### config.mk
export PLATFORM = sky130hd
export DESIGN_NAME = sflash_sequencer
export DESIGN_NICKNAME = d
export VERILOG_FILES = /design/src/rtl/sflash_pkg.sv /design/src/rtl/sflash_spi_byte.sv /design/src/rtl/sflash_chunk.sv /design/src/rtl/sflash_sequencer.sv
export SDC_FILE = /design/constraint.sdc
export NUM_CORES = 1
export LEC_CHECK = 0
export ABC_AREA = 1
export BUFFER_PORTS_ARGS = -buffer_cell sky130_fd_sc_hd__buf_2
export CORE_ASPECT_RATIO = 1.2
export CORE_MARGIN = 8
export CORE_UTILIZATION = 47
export DETAILED_ROUTE_END_ITERATION = 10
export GPL_ROUTABILITY_DRIVEN = 0
export PLACE_DENSITY_LB_ADDON = 0.12
export RECOVER_POWER = 50
export SYNTH_ARGS = -nofsm -noshare
export SYNTH_HDL_FRONTEND = slang
export SYNTH_SLANG_ARGS = --single-unit
### constraint.sdc
create_clock -name clk -period 7.35 [get_ports clk]
set_input_delay 0.3675 -clock clk [delete_from_list [all_inputs] [get_ports clk]]
set_output_delay 0.3675 -clock clk [all_outputs]
set_load 0.01 [all_outputs]
### src/rtl/sflash_pkg.sv
package sflash_pkg;
  localparam logic [2:0] CMD_READ = 3'd0;
  localparam logic [2:0] CMD_PROG = 3'd1;
  localparam logic [2:0] CMD_ERASE = 3'd2;
  localparam logic [2:0] CMD_RDSR = 3'd3;
  localparam logic [2:0] CMD_WRSR = 3'd4;
  localparam logic [2:0] CMD_RDID = 3'd5;

  localparam logic [7:0] OPC_WREN = 8'h06;
  localparam logic [7:0] OPC_RDSR = 8'h05;
  localparam logic [7:0] OPC_READ = 8'h03;
  localparam logic [7:0] OPC_PROG = 8'h02;
  localparam logic [7:0] OPC_SERASE = 8'hD8;
  localparam logic [7:0] OPC_WRSR = 8'h01;
  localparam logic [7:0] OPC_RDID = 8'hAB;

  // data phase flavour of one chip-select frame
  typedef enum logic [2:0] {DK_NONE, DK_RX, DK_TX, DK_SIN, DK_SOUT} dkind_t;
  // command progression
  typedef enum logic [2:0] {ST_RMW, ST_WREN, ST_MAIN, ST_POLL, ST_FIN} step_t;

  function automatic logic [7:0] bit_rev(input logic [7:0] b);
    logic [7:0] r;
    for (int i = 0; i < 8; i++) r[i] = b[7-i];
    return r;
  endfunction
endpackage

### src/rtl/sflash_spi_byte.sv
module sflash_spi_byte #(
  parameter int CLK_DIV = 4
) (
  input  logic       clk,
  input  logic       rst_n,
  input  logic       start,
  input  logic [7:0] tx_byte,
  input  logic       miso,
  output logic       sclk,
  output logic       mosi,
  output logic [7:0] rx_byte,
  output logic       byte_done,
  output logic       idle
);
  localparam int LO = CLK_DIV / 2;
  localparam int HI = CLK_DIV - LO;
  localparam int CW = $clog2(CLK_DIV) + 1;

  logic          active;
  logic          sclk_q;
  logic [CW-1:0] cnt;
  logic [2:0]    bitn;
  logic [7:0]    sh;
  logic [7:0]    rx;
  logic          done_q;
  logic          last_ph;

  assign last_ph = sclk_q ? (cnt == CW'(HI - 1)) : (cnt == CW'(LO - 1));

  always_ff @(posedge clk or negedge rst_n) begin
    if (!rst_n) begin
      active <= 1'b0;
      sclk_q <= 1'b0;
      cnt    <= '0;
      bitn   <= '0;
      sh     <= '0;
      rx     <= '0;
      done_q <= 1'b0;
    end else begin
      done_q <= 1'b0;
      if (!active) begin
        if (start) begin
          active <= 1'b1;
          sh     <= tx_byte;
          cnt    <= '0;
          bitn   <= '0;
        end
      end else if (last_ph) begin
        cnt <= '0;
        if (!sclk_q) begin
          sclk_q <= 1'b1;
          rx     <= {rx[6:0], miso};
        end else begin
          sclk_q <= 1'b0;
          if (bitn == 3'd7) begin
            active <= 1'b0;
            done_q <= 1'b1;
          end else begin
            bitn <= bitn + 3'd1;
            sh   <= {sh[6:0], 1'b0};
          end
        end
      end else begin
        cnt <= cnt + CW'(1);
      end
    end
  end

  assign sclk      = sclk_q;
  assign mosi      = sh[7];
  assign rx_byte   = rx;
  assign byte_done = done_q;
  assign idle      = !active;


  mosi_rise_chk: assert property (@(posedge clk) disable iff (!rst_n)
    $rose(sclk_q) |-> $stable(mosi));

  mosi_hold_chk: assert property (@(posedge clk) disable iff (!rst_n)
    (sclk_q && $past(sclk_q)) |-> $stable(mosi));
endmodule

### src/rtl/sflash_chunk.sv
module sflash_chunk #(
  parameter int LEN_W      = 16,
  parameter int PAGE_BYTES = 256,
  localparam int PG_W      = $clog2(PAGE_BYTES)
) (
  input  logic [PG_W-1:0]  page_off,
  input  logic [LEN_W-1:0] remain,
  output logic [LEN_W-1:0] chunk
);
  logic [LEN_W:0] room;

  always_comb begin
    room  = (LEN_W+1)'(PAGE_BYTES) - (LEN_W+1)'(page_off);
    chunk = ({1'b0, remain} < room) ? remain : room[LEN_W-1:0];
  end
endmodule

### src/rtl/sflash_sequencer.sv
module sflash_sequencer
  import sflash_pkg::*;
#(
  parameter int CLK_DIV      = 4,
  parameter int PAGE_BYTES   = 256,
  parameter int SECTOR_BYTES = 65536,
  parameter int LEN_W        = 16
) (
  input  logic             clk,
  input  logic             rst_n,
  input  logic             cmd_valid,
  output logic             cmd_ready,
  input  logic [2:0]       cmd_code,
  input  logic [23:0]      cmd_addr,
  input  logic [LEN_W-1:0] cmd_len,
  input  logic             wr_valid,
  output logic             wr_ready,
  input  logic [7:0]       wr_data,
  output logic             rd_valid,
  input  logic             rd_ready,
  output logic [7:0]       rd_data,
  output logic             busy,
  output logic             done,
  output logic             spi_sclk,
  output logic             spi_cs_n,
  output logic             spi_mosi,
  input  logic             spi_miso
);
  localparam int PG_W    = $clog2(PAGE_BYTES);
  localparam int SECT_SH = $clog2(SECTOR_BYTES);

  typedef enum logic [2:0] {F_IDLE, F_PLAN, F_LOAD, F_SHIFT, F_HOLD, F_CSOFF, F_FIN} fsm_t;

  fsm_t             fsm;
  step_t            step;
  logic [2:0]       code_q;
  logic [23:0]      addr_q;
  logic [LEN_W-1:0] remain_q;
  logic [7:0]       set_q, clr_q, stat_q, rd_q;
  logic [7:0]       f_op;
  logic [2:0]       f_hdr;
  dkind_t           f_kind;
  logic             f_rev;
  logic [LEN_W-1:0] f_dcnt;
  logic [2:0]       bi;
  logic             cs_n_q;

  logic             eng_start, eng_done, eng_idle;
  logic [7:0]       eng_tx, eng_rx;
  logic [LEN_W-1:0] chunk;
  logic             hdr_phase, data_phase, wr_ready_c;

  sflash_spi_byte #(.CLK_DIV(CLK_DIV)) u_byte (
    .clk(clk), .rst_n(rst_n), .start(eng_start), .tx_byte(eng_tx),
    .miso(spi_miso), .sclk(spi_sclk), .mosi(spi_mosi), .rx_byte(eng_rx),
    .byte_done(eng_done), .idle(eng_idle)
  );

  sflash_chunk #(.LEN_W(LEN_W), .PAGE_BYTES(PAGE_BYTES)) u_chunk (
    .page_off(addr_q[PG_W-1:0]), .remain(remain_q), .chunk(chunk)
  );

  assign hdr_phase  = (bi <= f_hdr);
  assign data_phase = !hdr_phase && (f_dcnt != '0);

  always_comb begin
    eng_start  = 1'b0;
    eng_tx     = 8'h00;
    wr_ready_c = 1'b0;
    if (fsm == F_LOAD) begin
      if (bi == 3'd0) begin
        eng_start = 1'b1;
        eng_tx    = f_op;
      end else if (hdr_phase) begin
        eng_start = 1'b1;
        case (bi)
          3'd1:    eng_tx = addr_q[23:16];
          3'd2:    eng_tx = addr_q[15:8];
          default: eng_tx = addr_q[7:0];
        endcase
      end else if (data_phase) begin
        case (f_kind)
          DK_TX: begin
            wr_ready_c = 1'b1;
            eng_start  = wr_valid;
            eng_tx     = bit_rev(wr_data);
          end
          DK_SOUT: begin
            eng_start = 1'b1;
            eng_tx    = stat_q;
          end
          default: eng_start = 1'b1;
        endcase
      end
    end
  end

  always_ff @(posedge clk or negedge rst_n) begin
    if (!rst_n) begin
      fsm      <= F_IDLE;
      step     <= ST_FIN;
      code_q   <= '0;
      addr_q   <= '0;
      remain_q <= '0;
      set_q    <= '0;
      clr_q    <= '0;
      stat_q   <= '0;
      rd_q     <= '0;
      f_op     <= '0;
      f_hdr    <= '0;
      f_kind   <= DK_NONE;
      f_rev    <= 1'b0;
      f_dcnt   <= '0;
      bi       <= '0;
      cs_n_q   <= 1'b1;
    end else begin
      case (fsm)
        F_IDLE: if (cmd_valid) begin
          code_q   <= cmd_code;
          remain_q <= cmd_len;
          set_q    <= cmd_addr[7:0];
          clr_q    <= cmd_addr[15:8];
          addr_q   <= (cmd_code == CMD_ERASE) ? 24'(cmd_addr << SECT_SH) :
                      (cmd_code == CMD_RDID)  ? 24'h0 : cmd_addr;
          case (cmd_code)
            CMD_READ:  step <= (cmd_len == '0) ? ST_FIN : ST_MAIN;
            CMD_PROG:  step <= (cmd_len == '0) ? ST_FIN : ST_WREN;
            CMD_ERASE: step <= ST_WREN;
            CMD_RDSR, CMD_RDID: step <= ST_MAIN;
            CMD_WRSR:  step <= ST_RMW;
            default:   step <= ST_FIN;
          endcase
          fsm <= F_PLAN;
        end
        F_PLAN: begin
          bi     <= '0;
          f_hdr  <= 3'd0;
          f_kind <= DK_NONE;
          f_rev  <= 1'b0;
          f_dcnt <= '0;
          if (step == ST_FIN) begin
            fsm <= F_FIN;
          end else begin
            cs_n_q <= 1'b0;
            fsm    <= F_LOAD;
            case (step)
              ST_WREN: f_op <= OPC_WREN;
              ST_MAIN: begin
                case (code_q)
                  CMD_READ: begin
                    f_op <= OPC_READ; f_hdr <= 3'd3; f_kind <= DK_RX;
                    f_rev <= 1'b1; f_dcnt <= remain_q;
                  end
                  CMD_PROG: begin
                    f_op <= OPC_PROG; f_hdr <= 3'd3; f_kind <= DK_TX; f_dcnt <= chunk;
                  end
                  CMD_ERASE: begin
                    f_op <= OPC_SERASE; f_hdr <= 3'd3;
                  end
                  CMD_WRSR: begin
                    f_op <= OPC_WRSR; f_kind <= DK_SOUT; f_dcnt <= LEN_W'(1);
                  end
                  CMD_RDID: begin
                    f_op <= OPC_RDID; f_hdr <= 3'd3; f_kind <= DK_RX; f_dcnt <= LEN_W'(1);
                  end
                  default: begin
                    f_op <= OPC_RDSR; f_kind <= DK_RX; f_dcnt <= LEN_W'(1);
                  end
                endcase
              end
              default: begin
                f_op <= OPC_RDSR; f_kind <= DK_SIN; f_dcnt <= LEN_W'(1);
              end
            endcase
          end
        end
        F_LOAD: begin
          if (!hdr_phase && f_dcnt == '0) begin
            cs_n_q <= 1'b1;
            fsm    <= F_CSOFF;
          end else if (eng_start) begin
            fsm <= F_SHIFT;
            if (!hdr_phase && f_kind == DK_TX) begin
              addr_q   <= addr_q + 24'd1;
              remain_q <= remain_q - LEN_W'(1);
            end
          end
        end
        F_SHIFT: if (eng_done) begin
          if (bi < 3'd4) bi <= bi + 3'd1;
          fsm <= F_LOAD;
          if (!hdr_phase) begin
            f_dcnt <= f_dcnt - LEN_W'(1);
            if (f_kind == DK_SIN) stat_q <= eng_rx;
            if (f_kind == DK_RX) begin
              rd_q <= f_rev ? bit_rev(eng_rx) : eng_rx;
              fsm  <= F_HOLD;
            end
          end
        end
        F_HOLD: if (rd_ready) fsm <= F_LOAD;
        F_CSOFF: begin
          fsm <= F_PLAN;
          case (step)
            ST_RMW: begin
              stat_q <= (stat_q & ~clr_q) | set_q;
              step   <= ST_WREN;
            end
            ST_WREN: step <= ST_MAIN;
            ST_MAIN: step <= (code_q == CMD_PROG || code_q == CMD_ERASE ||
                              code_q == CMD_WRSR) ? ST_POLL : ST_FIN;
            ST_POLL: begin
              if (stat_q[0])                                step <= ST_POLL;
              else if (code_q == CMD_PROG && remain_q != '0) step <= ST_WREN;
              else                                          step <= ST_FIN;
            end
            default: step <= ST_FIN;
          endcase
        end
        default: fsm <= F_IDLE;
      endcase
    end
  end

  assign cmd_ready = (fsm == F_IDLE);
  assign busy      = (fsm != F_IDLE);
  assign done      = (fsm == F_FIN);
  assign rd_valid  = (fsm == F_HOLD);
  assign rd_data   = rd_q;
  assign wr_ready  = wr_ready_c;
  assign spi_cs_n  = cs_n_q;


  cs_release_chk: assert property (@(posedge clk) disable iff (!rst_n)
    $rose(spi_cs_n) |-> (!spi_sclk && eng_idle));

  cs_busy_chk: assert property (@(posedge clk) disable iff (!rst_n)
    !spi_cs_n |-> busy);

  rd_in_frame_chk: assert property (@(posedge clk) disable iff (!rst_n)
    rd_valid |-> !spi_cs_n);

  done_then_idle_chk: assert property (@(posedge clk) disable iff (!rst_n)
    done |=> (!busy && cmd_ready));

  chunk_in_page_chk: assert property (@(posedge clk) disable iff (!rst_n)
    (fsm == F_PLAN && step == ST_MAIN && code_q == CMD_PROG) |->
      (chunk != '0 && (int'(addr_q[PG_W-1:0]) + int'(chunk)) <= PAGE_BYTES));
endmodule

==> impl_metrics.env, run 1 <==
export IMPL_run_status="finished with violations"
export IMPL_failed_checks="capacitance limit, slew limit"
export IMPL_pwr_density_cell_mw_per_mm2=464
export IMPL_grt_use_total=0.235
export IMPL_drive_gt1_frac=0.0937
export IMPL_instance_count_of_the_mapped_netlist=1287
export IMPL_overall_die_area_mm2=0.0236
export IMPL_ys_seq_area_frac=0.386
export IMPL_cts_root_buffer_cell="clkbuf_16"
export IMPL_ir_worst_vdd_mv=0.209
export IMPL_tritoncts_num_sinks=137
export IMPL_rsz0062_at_grt="false"
export IMPL_worstPathArrival_ns=4.62
export IMPL_maxCapViolCount=1
export IMPL_wl_per_cell_um=16.6
export IMPL_first_pass_iters=5
export IMPL_cts_tree="built"
export IMPL_grt_overflow_total=0
export IMPL_critical_path_required_ns=7.77
export IMPL_timing_hold_worst_start="cmd_addr[3]"
export IMPL_fillers=1923
export IMPL_clk_transition_reported_paths_ns=0.06
export IMPL_num_antenna_cells=0
export IMPL_pin_count_of_the_biggest_net_entering_global_routing=71
export IMPL_timing_max_transition_violations_final=69
export IMPL_ys_warn_count=0
export IMPL_startpoint_of_the_lowest_slack_register_to_register_path="addr_q[0]"
export IMPL_maxSlewHeadroom=-1.47
export IMPL_area_growth_synth_to_final_pct=12.6
export IMPL_hold_violations=0
export IMPL_cts_buffers=17
export IMPL_synth_top_cell_area_share=0.380
export IMPL_final_setup_skew_ns=0.00907
export IMPL_totalPowerFinal_uw=4650
export IMPL_setup_viol=0
export IMPL_final_sum_of_negative_setup_slack_ns=0
export IMPL_max_clock_path_buffers=2
export IMPL_dp_hpwl_mm=19.9
export IMPL_hold_end="set_q[3]"
export IMPL_die_y_um=167
export IMPL_initial_utilization=0.475
export IMPL_detail_route_iter0_violations=689
export IMPL_global_route_wire_length_before_repair_mm=43.9
export IMPL_io_pin_count=73
export IMPL_wl_mm=26.8
export IMPL_grt_pass1_vias=8279
export IMPL_library_cells_used_by_synthesis=47
export IMPL_post_cts_setup_buffer_count=0
export IMPL_async_flop_share=1.00
export IMPL_cts_hold_buf=1
export IMPL_timing_critical_path_to_type="asynchronous set/reset pin"
export IMPL_netlist_top_cell_by_area="dfrtp_1"
export IMPL_postRouteAntennaNets=0
export IMPL_timing_worst_slew_pin_value_ns=3.71
export IMPL_core_rowCount=55
export IMPL_coreArea_mm2=0.0187
export IMPL_syn_area_mm2=0.00890
export IMPL_setup_worst_path_class="input pin to asynchronous set/reset pin"
export IMPL_final_net_count=1420
export IMPL_holdCritPathClass="input pin to flip-flop"
export IMPL_hold_slack_ns=0.185
export IMPL_r2r_cells=19
export IMPL_syn_num_nets=1364
export IMPL_die_width_um=142
export IMPL_worst_skew_pair_late_latency_ns=0.43
export IMPL_reg2reg_to="f_dcnt[15]"
export IMPL_detail_route_vias_per_cell=5.37
export IMPL_ys_seq_elements=137
export IMPL_drt_drc_violations_left=0
export IMPL_hold_path_depth=2
export IMPL_timing_critical_path_from_type="input pin"
export IMPL_cts_htree_levels=4
export IMPL_ys_flop_type="dfrtp_1"
export IMPL_yosys_top_cells_area="dfrtp_1, nand2_1, nor2_1, o21ai_0, inv_1"
export IMPL_layout_min_cycle_time_ns=4.19
export IMPL_max_freq_mhz=238
export IMPL_cts_repair_resize_count=0
export IMPL_r2r_setup_slack_ns=4.42
export IMPL_critical_path_peak_fanout=70
export IMPL_number_of_antenna_violations_at_the_first_check_in_global_routing=0
export IMPL_vias=8653
export IMPL_place_port_buffers=72
export IMPL_synth_area_per_cell_um2=6.91
export IMPL_synth_enable_flop_cells=0
export IMPL_finalCritPeriodShare=0.571
export IMPL_cellLeakagePower_uw=0.00493
## power by group
| group | switching, uW | internal (uW) | leakage, uW | total, uW |
|---|---|---|---|---|
| logic | 1530 | 717 | 0.00290 | 2250 |
| clock network | 343 | 610 | 0.000306 | 953 |
| registers | 361 | 1080 | 0.00172 | 1440 |
| total | 2230 | 2410 | 0.00493 | 4650 |
## cell usage in the layout, fill, tap and decap left out, types with 5 or more instances in the layout
master     count
a21oi_1       70
a31oi_1       18
buf_2         56
bufinv_16      5
clkbuf_1      18
clkbuf_16     17
dfrtp_1      135
ha_1          20
inv_1        130
inv_2          8
mux2_2         7
nand2_1      378
nand2_2        6
nand3_1       81
nand4_1       19
nor2_1       150
nor3_1        28
o21ai_0      102
o21ai_1       10
o22ai_1        7
xnor2_1        5
xor2_1        23
## per-layer routing
| layer | up-vias | track usage | wire length, um |
|---|---|---|---|
| met3 | 49 | 0.0446 | 1360 |
| met1 | 4036 | 0.303 | 11800 |
| met4 | 0 | 0.0852 | 731 |
| met2 | 255 | 0.382 | 12900 |
| met5 | - | 0 | 0 |
| li1 | 4313 | - | - |
## sequential cells by signal, summed over array words and instances (netlist names), 3 cells and up
signal,count
remain_q,16
fsm,3
u_byte.rx_byte,8
rd_data,8
f_dcnt,16
addr_q,24
clr_q,8
set_q,8
stat_q,8
u_byte.cnt,3
f_kind,3
code_q,3
step,3
u_byte.bitn,3
f_op,6
bi,3
u_byte.sh,8
## cell type report
type,instances,area (um2),share of cell area
clock buffers,20,447,0.0446
clock inverters,11,196,0.0196
inverters,140,526,0.0524
multi-input cells,970,4720,0.471
flip-flops and latches,137,3430,0.342
well taps,256,320,0.0320
repair buffers,77,380,0.0380
## through the flow
step	area, um2	util	worst slack, ns	std cells
2_1_floorplan	8900	-	4.81	1287
3_3_place_gp	9410	0.503	4.46	1579
3_5_place_dp	9410	0.503	4.44	1579
4_1_cts	10100	0.538	4.32	1611
5_1_grt	10000	0.535	2.35	1611
6_report	10000	0.535	3.16	1611
## worst max-delay path by stage
stage                          from            to  slack, ns  depth (start not counted)
after CTS                    fsm[1]      wr_ready       4.32                          6
after detailed placement  addr_q[0]    f_dcnt[15]       4.44                         19
after global placement       fsm[1]  u_byte.sh[5]       4.46                         10
final                         rst_n     addr_q[1]       3.16                          3
after floorplan           addr_q[0]    f_dcnt[10]       4.81                         17
after global routing          rst_n     addr_q[1]       2.35                          3
## worst max-delay path, cell delays in order
cell and delay [ns]:
dlygate4sd3_1 0.53, clkbuf_1 2.59, buf_4 1.06
## cells in the mapped netlist, types with 3 or more instances
master / number
dfrtp_1: 135
mux2_2: 7
a21oi_1: 70
a31oi_1: 18
nor3_4: 3
nor2_2: 3
a22oi_1: 4
o21ai_0: 102
nand3_1: 81
clkbuf_1: 16
o21a_1: 3
buf_2: 17
nor3_1: 27
inv_1: 128
ha_1: 20
o22ai_1: 7
nand2_2: 6
o21ai_2: 4
inv_2: 10
nand2_1: 378
o21ai_1: 10
nand3b_1: 3
or2_2: 3
xnor2_1: 5
nor2_1: 149
buf_6: 4
mux2i_1: 4
a21o_1: 4
xor2_1: 23
nand4_1: 19
## logic make-up (layout without fill, tap and decap cells)
| family | Yosys count | count (layout) | synth area share |
|---|---|---|---|
| AOI/OAI and AO/OA | 234 | 234 | 0.146 |
| and+or+nand+nor | 677 | 677 | 0.317 |
| muxes | 11 | 11 | 0.0134 |
| DFF | 137 | 137 | 0.386 |
| adders and majority gates | 20 | 20 | 0.0281 |
| xor gates and xnor gates | 28 | 28 | 0.0276 |
| buffers and inverters | 180 | 248 | 0.0821 |
Note: power is estimated with default switching activity, not from simulation.
==> inputs of run 2 (changes only) <==
--- a/config.mk
+++ b/config.mk
@@ -5,7 +5,7 @@
 export SDC_FILE = /design/constraint.sdc
 export NUM_CORES = 1
 export LEC_CHECK = 0
-export ABC_AREA = 1
+export ABC_AREA = 0
 export BUFFER_PORTS_ARGS = -buffer_cell sky130_fd_sc_hd__buf_2
 export CORE_ASPECT_RATIO = 1.2
 export CORE_MARGIN = 8
==> constraint.sdc (replaced) <==
create_clock -name clk -period 4.2 [get_ports clk]
set_input_delay 0.21 -clock clk [delete_from_list [all_inputs] [get_ports clk]]
set_output_delay 0.21 -clock clk [all_outputs]
set_load 0.01 [all_outputs]
==> run 2 against run 1 <==
Compared with the run above: the run still ends with capacitance limit, slew limit left; wire length shrank 6.5%; non-clock buffer count rose by 9; synthesized area down 4.9%; clock skew rose by 0.0017 ns; utilization grew 0.81 points; global-route usage decreased by 1.1 points; critical path depth is 7 higher; clock power up 64%; register-to-register slack worse by 3.4 ns; design area decreased by 4.7%; power rose by 62%; critical endpoint is now f_dcnt[0].
==> impl_metrics.env, run 2 <==
export IMPL_tritoncts_num_sinks=137
export IMPL_netSwitchingPower_uw=3430
export IMPL_dp_hpwl_mm=18.3
export IMPL_layout_min_cycle_time_ns=3.23
export IMPL_critPathSlowestCell="or4_1"
export IMPL_pin_count_of_the_biggest_net_entering_global_routing=64
export IMPL_grt_use_total=0.224
export IMPL_run_status="finished with violations"
export IMPL_synth_top_cells_by_count="dfrtp_1, o21ai_0, a21oi_1, nor2_1, nand2_1"
export IMPL_crit_path_max_incr_delay_ns=0.59
export IMPL_final_sum_of_negative_setup_slack_ns=0
export IMPL_timing_critical_path_to_type="flip-flop"
export IMPL_syn_area_mm2=0.00846
export IMPL_timing_critical_path_from_type="flip-flop"
export IMPL_ys_warn_count=0
export IMPL_cts_root_buffer_cell="clkbuf_16"
export IMPL_rsz0062_at_grt="false"
export IMPL_power_switching_fraction=0.454
export IMPL_failed_checks="capacitance limit, slew limit"
export IMPL_grt_overflow_total=0
export IMPL_worstPathArrival_ns=3.52
export IMPL_num_antenna_cells=0
export IMPL_power_sequential_fraction=0.345
export IMPL_cts_htree_levels=4
export IMPL_grt_pass1_vias=7321
export IMPL_overall_die_area_mm2=0.0226
export IMPL_pwr_density_cell_mw_per_mm2=789
export IMPL_first_pass_iters=7
export IMPL_path_cells="nor3_1, nor3b_1, nand2_1, xnor2_1, ha_1, nand4_1, o21ba_2, or4_1, a2111oi_0, o31ai_1"
export IMPL_vias=7760
export IMPL_cts_repair_resize_count=0
export IMPL_wl_per_cell_um=20.4
export IMPL_largest_registers="addr_q: 24 flops, f_dcnt: 16 flops, remain_q: 16 flops"
export IMPL_power_frac_clock=0.206
export IMPL_synth_area_per_cell_um2=8.87
export IMPL_initial_utilization=0.481
export IMPL_final_net_count=1075
export IMPL_max_clock_path_buffers=2
export IMPL_largest_register_ffs=24
export IMPL_async_flop_share=1.00
export IMPL_die_y_um=163
export IMPL_critical_path_required_ns=4.49
export IMPL_worst_skew_pair_late_latency_ns=0.43
export IMPL_fillers=1660
export IMPL_detail_route_iter0_violations=713
export IMPL_core_rowCount=53
export IMPL_critical_path_peak_fanout=10
export IMPL_timing_critical_path_max_delay_family="simple AND/OR/NAND/NOR gates"
export IMPL_ys_seq_area_frac=0.406
export IMPL_wl_mm=25.1
export IMPL_internal_cell_power_uw=4120
export IMPL_setup_worst_path_class="flip-flop to flip-flop"
export IMPL_finalCritPeriodShare=0.769
export IMPL_totalPowerFinal_uw=7540
export IMPL_ir_worst_vdd_mv=0.342
export IMPL_timing_worst_slew_pin_value_ns=2.95
export IMPL_instance_count_of_the_mapped_netlist=954
export IMPL_number_of_antenna_violations_at_the_first_check_in_global_routing=0
export IMPL_synth_enable_flop_cells=0
export IMPL_clk_transition_reported_paths_ns=0.06
export IMPL_place_port_buffers=72
export IMPL_timing_max_transition_violations_final=64
export IMPL_die_width_um=138
export IMPL_area_growth_synth_to_final_pct=12.9
export IMPL_timing_critical_path_buf_inv=0
export IMPL_ys_seq_elements=137
export IMPL_coreArea_mm2=0.0176
export IMPL_maxSlewHeadroom=-0.968
export IMPL_ys_flop_type="dfrtp_1"
export IMPL_cellLeakagePower_uw=0.00393
export IMPL_netlist_top_cell_by_area="dfrtp_1"
export IMPL_registers_top_by_ff_count="addr_q"
export IMPL_io_pin_count=73
export IMPL_maxCapViolCount=1
export IMPL_holdCritPathClass="input pin to flip-flop"
export IMPL_cts_buffers=17
export IMPL_post_cts_setup_buffer_count=0
export IMPL_cts_tree="built"
export IMPL_yosys_top_cells_area="dfrtp_1, o21ai_0, a21oi_1, mux2_2, nor2_1"
export IMPL_combPwrFrac=0.448
export IMPL_final_setup_skew_ns=0.0108
export IMPL_cts_hold_buf=2
export IMPL_library_cells_used_by_synthesis=78
export IMPL_max_freq_mhz=310
export IMPL_postRouteAntennaNets=0
export IMPL_final_cell_mix="dfrtp_1, o21ai_0, nor2_1, a21oi_1, nand2_1"
export IMPL_global_route_wire_length_before_repair_mm=40.8
export IMPL_detail_route_vias_per_cell=6.30
export IMPL_setup_viol=0
export IMPL_drt_drc_violations_left=0
export IMPL_synth_top_cell_area_share=0.399
export IMPL_layout_commonest_cell="dfrtp_1"
export IMPL_drive_gt1_frac=0.163
export IMPL_most_frequently_used_cell_type_in_the_post_synthesis_netlist="dfrtp_1"
export IMPL_syn_num_nets=1031
export IMPL_hold_violations=0
## run 2: logic make-up after synthesis
logic type / share of synthesized area
buffers and inverters: 0.0450
muxes: 0.0655
adders and majority gates: 0.0296
AOI/OAI and AO/OA: 0.255
and+or+nand+nor: 0.186
xor gates and xnor gates: 0.0135
DFF: 0.406
## run 2: worst min-delay path: cells and delay by family
family | cells | cell delay [ns]
compound gates | 1 | 0.07
buf+inv | 1 | 0.09
simple gates | 1 | 0.06
## run 2: per-layer routing
| layer | vias to the layer above | share of wire | track usage |
|---|---|---|---|
| li1 | 3683 | - | - |
| met1 | 3766 | 0.46 | 0.309 |
| met2 | 280 | 0.47 | 0.354 |
| met3 | 31 | 0.059 | 0.0408 |
| met4 | 0 | 0.013 | 0.0579 |
| met5 | - | 0 | 0 |
## run 2: power by group through the flow
stage	logic, uW	registers [uW]	clock network, uW
after global routing	3780	2700	1640
after CTS	3370	2580	1580
after detailed placement	3360	2600	0
final	3380	2600	1560
after global placement	3330	2590	0
after floorplan	2730	2270	0
## run 2: final timing paths
check,start,end,slack (ns),cells past startpoint
hold / removal,cmd_len[0],remain_q[0],0.04,3
setup / recovery,addr_q[2],f_dcnt[0],0.97,10
min in group asynchronous,rst_n,fsm[0],1.44,2
setup reg to reg,addr_q[2],f_dcnt[0],0.97,10
max in group asynchronous,rst_n,addr_q[21],0.99,3
hold reg to reg,f_op[1],f_op[1],0.48,2
## run 2: area by class of cell
| cell class | instances | area (um2) | area share |
|---|---|---|---|
| Timing Repair Buffer | 86 | 460 | 0.0482 |
| Clock buffer | 17 | 425 | 0.0445 |
| Clock inverter | 15 | 179 | 0.0187 |
| Inverter | 32 | 120 | 0.0126 |
| Multi-Input combinational cell | 724 | 4660 | 0.488 |
| Tap cell | 220 | 275 | 0.0288 |
| Sequential cell | 137 | 3430 | 0.359 |
## run 2: per-stage QoR
step	area, um2	hold WS [ns]	setup WS, ns	util	instances
2_1_floorplan	8460	-0.0856	1.22	-	954
3_3_place_gp	8940	0.245	1.19	0.509	1197
3_5_place_dp	8940	0.250	1.04	0.509	1197
4_1_cts	9570	0.0287	1.01	0.544	1231
5_1_grt	9550	0.0385	0.338	0.544	1231
6_report	9550	0.0428	0.971	0.544	1231
==> inputs of run 3 (changes only) <==
==> constraint.sdc (replaced) <==
create_clock -name clk -period 2.59 [get_ports clk]
set_input_delay 0.1295 -clock clk [delete_from_list [all_inputs] [get_ports clk]]
set_output_delay 0.1295 -clock clk [all_outputs]
set_load 0.01 [all_outputs]
==> run 3 against run 2 <==
Compared with the run above: the flow finishes with violations (setup timing); fmax up 15%; sequential share of layout area down 3.0 points; wire length up 5.6%; critical path type unchanged; critical endpoint unchanged; largest cell class unchanged; largest power group unchanged.
==> impl_metrics.env, run 3 (same netlist as run 2, synthesis figures left out) <==
export IMPL_place_port_buffers=72
export IMPL_finalCritPeriodShare=1.09
export IMPL_cts_buffers=17
export IMPL_startpoint_of_the_lowest_slack_register_to_register_path="addr_q[3]"
export IMPL_drive_gt1_frac=0.234
export IMPL_timing_worst_slew_pin_value_ns=1.28
export IMPL_worst_skew_pair_late_latency_ns=0.43
export IMPL_coreArea_mm2=0.0176
export IMPL_grt_overflow_total=0
export IMPL_die_y_um=163
export IMPL_r2r_setup_slack_ns=-0.22
export IMPL_path_cells="nor3_4, nor3b_2, nand2_1, xnor2_2, ha_1, nand4_1, o21ba_4, or4_4, a2111oi_4, o31ai_1"
export IMPL_hold_violations=0
export IMPL_critPathSlowestCell="or4_4"
export IMPL_combPwrFrac=0.517
export IMPL_drt_drc_violations_left=0
export IMPL_detail_route_iter0_violations=737
export IMPL_r2r_cells=10
export IMPL_max_freq_mhz=355
export IMPL_wl_per_cell_um=20.1
export IMPL_maxSlewHeadroom=0.149
export IMPL_largest_registers="addr_q: 24 flops, f_dcnt: 16 flops, remain_q: 16 flops"
export IMPL_tritoncts_num_sinks=137
export IMPL_power_switching_fraction=0.447
export IMPL_overall_die_area_mm2=0.0226
export IMPL_power_frac_clock=0.181
export IMPL_global_route_wire_length_before_repair_mm=42.6
export IMPL_area_growth_synth_to_final_pct=23.1
export IMPL_layout_min_cycle_time_ns=2.81
export IMPL_timing_critical_path_from_type="flip-flop"
export IMPL_final_cell_mix="dfrtp_1, nor2_1, a21oi_1, buf_4, nand2_1"
export IMPL_maxCapViolCount=0
export IMPL_first_pass_iters=5
export IMPL_grt_use_total=0.234
export IMPL_final_setup_skew_ns=0.00999
export IMPL_largest_register_ffs=24
export IMPL_rsz0062_at_grt="true"
export IMPL_timing_critical_path_to_type="flip-flop"
export IMPL_number_of_antenna_violations_at_the_first_check_in_global_routing=2
export IMPL_worstPathArrival_ns=3.11
export IMPL_setup_viol=16
export IMPL_cts_tree="built"
export IMPL_registers_top_by_ff_count="addr_q"
export IMPL_cts_root_buffer_cell="clkbuf_16"
export IMPL_reg2reg_to="f_dcnt[0]"
export IMPL_holdCritPathClass="input pin to flip-flop"
export IMPL_clk_transition_reported_paths_ns=0.07
export IMPL_final_net_count=1160
export IMPL_io_pin_count=73
export IMPL_hold_path_depth=3
export IMPL_postRouteAntennaNets=0
export IMPL_crit_path_max_incr_delay_ns=0.58
export IMPL_hold_end="addr_q[19]"
export IMPL_initial_utilization=0.481
export IMPL_setup_ws_ns=-0.224
export IMPL_critical_path_peak_fanout=3
export IMPL_die_width_um=138
export IMPL_grt_pass1_vias=7698
export IMPL_cts_htree_levels=4
export IMPL_cellLeakagePower_uw=0.00440
export IMPL_vias=8138
export IMPL_core_rowCount=53
export IMPL_pin_count_of_the_biggest_net_entering_global_routing=66
export IMPL_setup_worst_path_class="flip-flop to flip-flop"
export IMPL_final_sum_of_negative_setup_slack_ns=-2.66
export IMPL_ir_worst_vdd_mv=0.543
export IMPL_pwr_density_cell_mw_per_mm2=1270
export IMPL_netSwitchingPower_uw=5930
export IMPL_failed_checks="setup timing"
export IMPL_timing_hold_worst_start="cmd_addr[19]"
export IMPL_timing_max_transition_violations_final=0
export IMPL_totalPowerFinal_uw=13300
export IMPL_max_clock_path_buffers=2
export IMPL_detail_route_vias_per_cell=6.17
export IMPL_dp_hpwl_mm=19.3
export IMPL_internal_cell_power_uw=7330
export IMPL_layout_commonest_cell="dfrtp_1"
export IMPL_critical_path_required_ns=2.88
export IMPL_power_sequential_fraction=0.302
export IMPL_run_status="finished with violations"
export IMPL_hold_slack_ns=0.0184
export IMPL_wl_mm=26.5
## run 3: cell types whose count changed in the layout (fill, tap and decap cells not counted), sizes merged, moves of 2 or more
cell	change
clkinv	+4
dlygate4sd3	+14
buf	+72
diode	+3
bufinv	-2
## run 3: timing repair
item / 4_1_cts / 5_1_grt
pin swaps: 7 / 2
setup buffers: 5 / 2
hold buffers: 15 / 1
gates resized for setup: 8 / 7
endpoints found under the setup margin: 16 / 62
hold endpoints to repair: 62 / 1
## run 3: metal layers
metal	track usage	vias up	wire length, um
met3	0.0388	43	1610
met1	0.314	3964	11600
met4	0.0787	0	607
met2	0.378	284	12600
met5	0	-	0
li1	-	3847	-
## run 3: area by class of cell
cell class | count | area (um2)
Timing Repair Buffer | 171 | 1170
Sequential cell | 137 | 3430
Tap cell | 220 | 275
Antenna cell | 3 | 7.51
Fill cell | 1602 | 7160
Multi-Input combinational cell | 724 | 4840
Clock inverter | 15 | 154
Clock buffer | 17 | 425
Inverter | 32 | 120
## run 3: power groups by stage
| stage | sequential [uW] | combinational, uW | clock [uW] |
|---|---|---|---|
| after global routing | 4130 | 7570 | 2510 |
| after floorplan | 3680 | 4600 | 0 |
| after detailed placement | 4010 | 6550 | 0 |
| final | 4000 | 6860 | 2400 |
| after global placement | 3990 | 6480 | 0 |
| after CTS | 3980 | 6740 | 2420 |
## run 3: per-stage QoR
step                      utilization  cell area, um2  instances  setup WS [ns]
after floorplan                     -            8570        954        -0.0827
after global placement          0.544            9560       1261         -0.187
after detailed placement        0.544            9560       1261         -0.225
after CTS                       0.590           10400       1313         -0.215
after global routing            0.593           10400       1318         -0.349
final                           0.593           10400       1319         -0.224
## run 3: how the worst max path moves through the flow
stage	from	endpoint	slack, ns	cells after the start
after floorplan	addr_q[2]	f_dcnt[3]	-0.08	12
after global placement	addr_q[4]	f_dcnt[4]	-0.19	11
after detailed placement	addr_q[4]	f_dcnt[4]	-0.22	11
after CTS	addr_q[3]	f_dcnt[5]	-0.21	11
after global routing	addr_q[3]	f_dcnt[5]	-0.35	11
final	addr_q[3]	f_dcnt[0]	-0.22	10
## run 3: worst max-delay path, delay by kind of cell (launching register included)
kind	cells	cell delay, ns
AND/OR/NAND/NOR	5	1.25
AO/OA/AOI/OAI	3	0.58
flip-flops	1	0.41
adder cells (fa/ha/maj)	1	0.29
XOR/XNOR	1	0.15
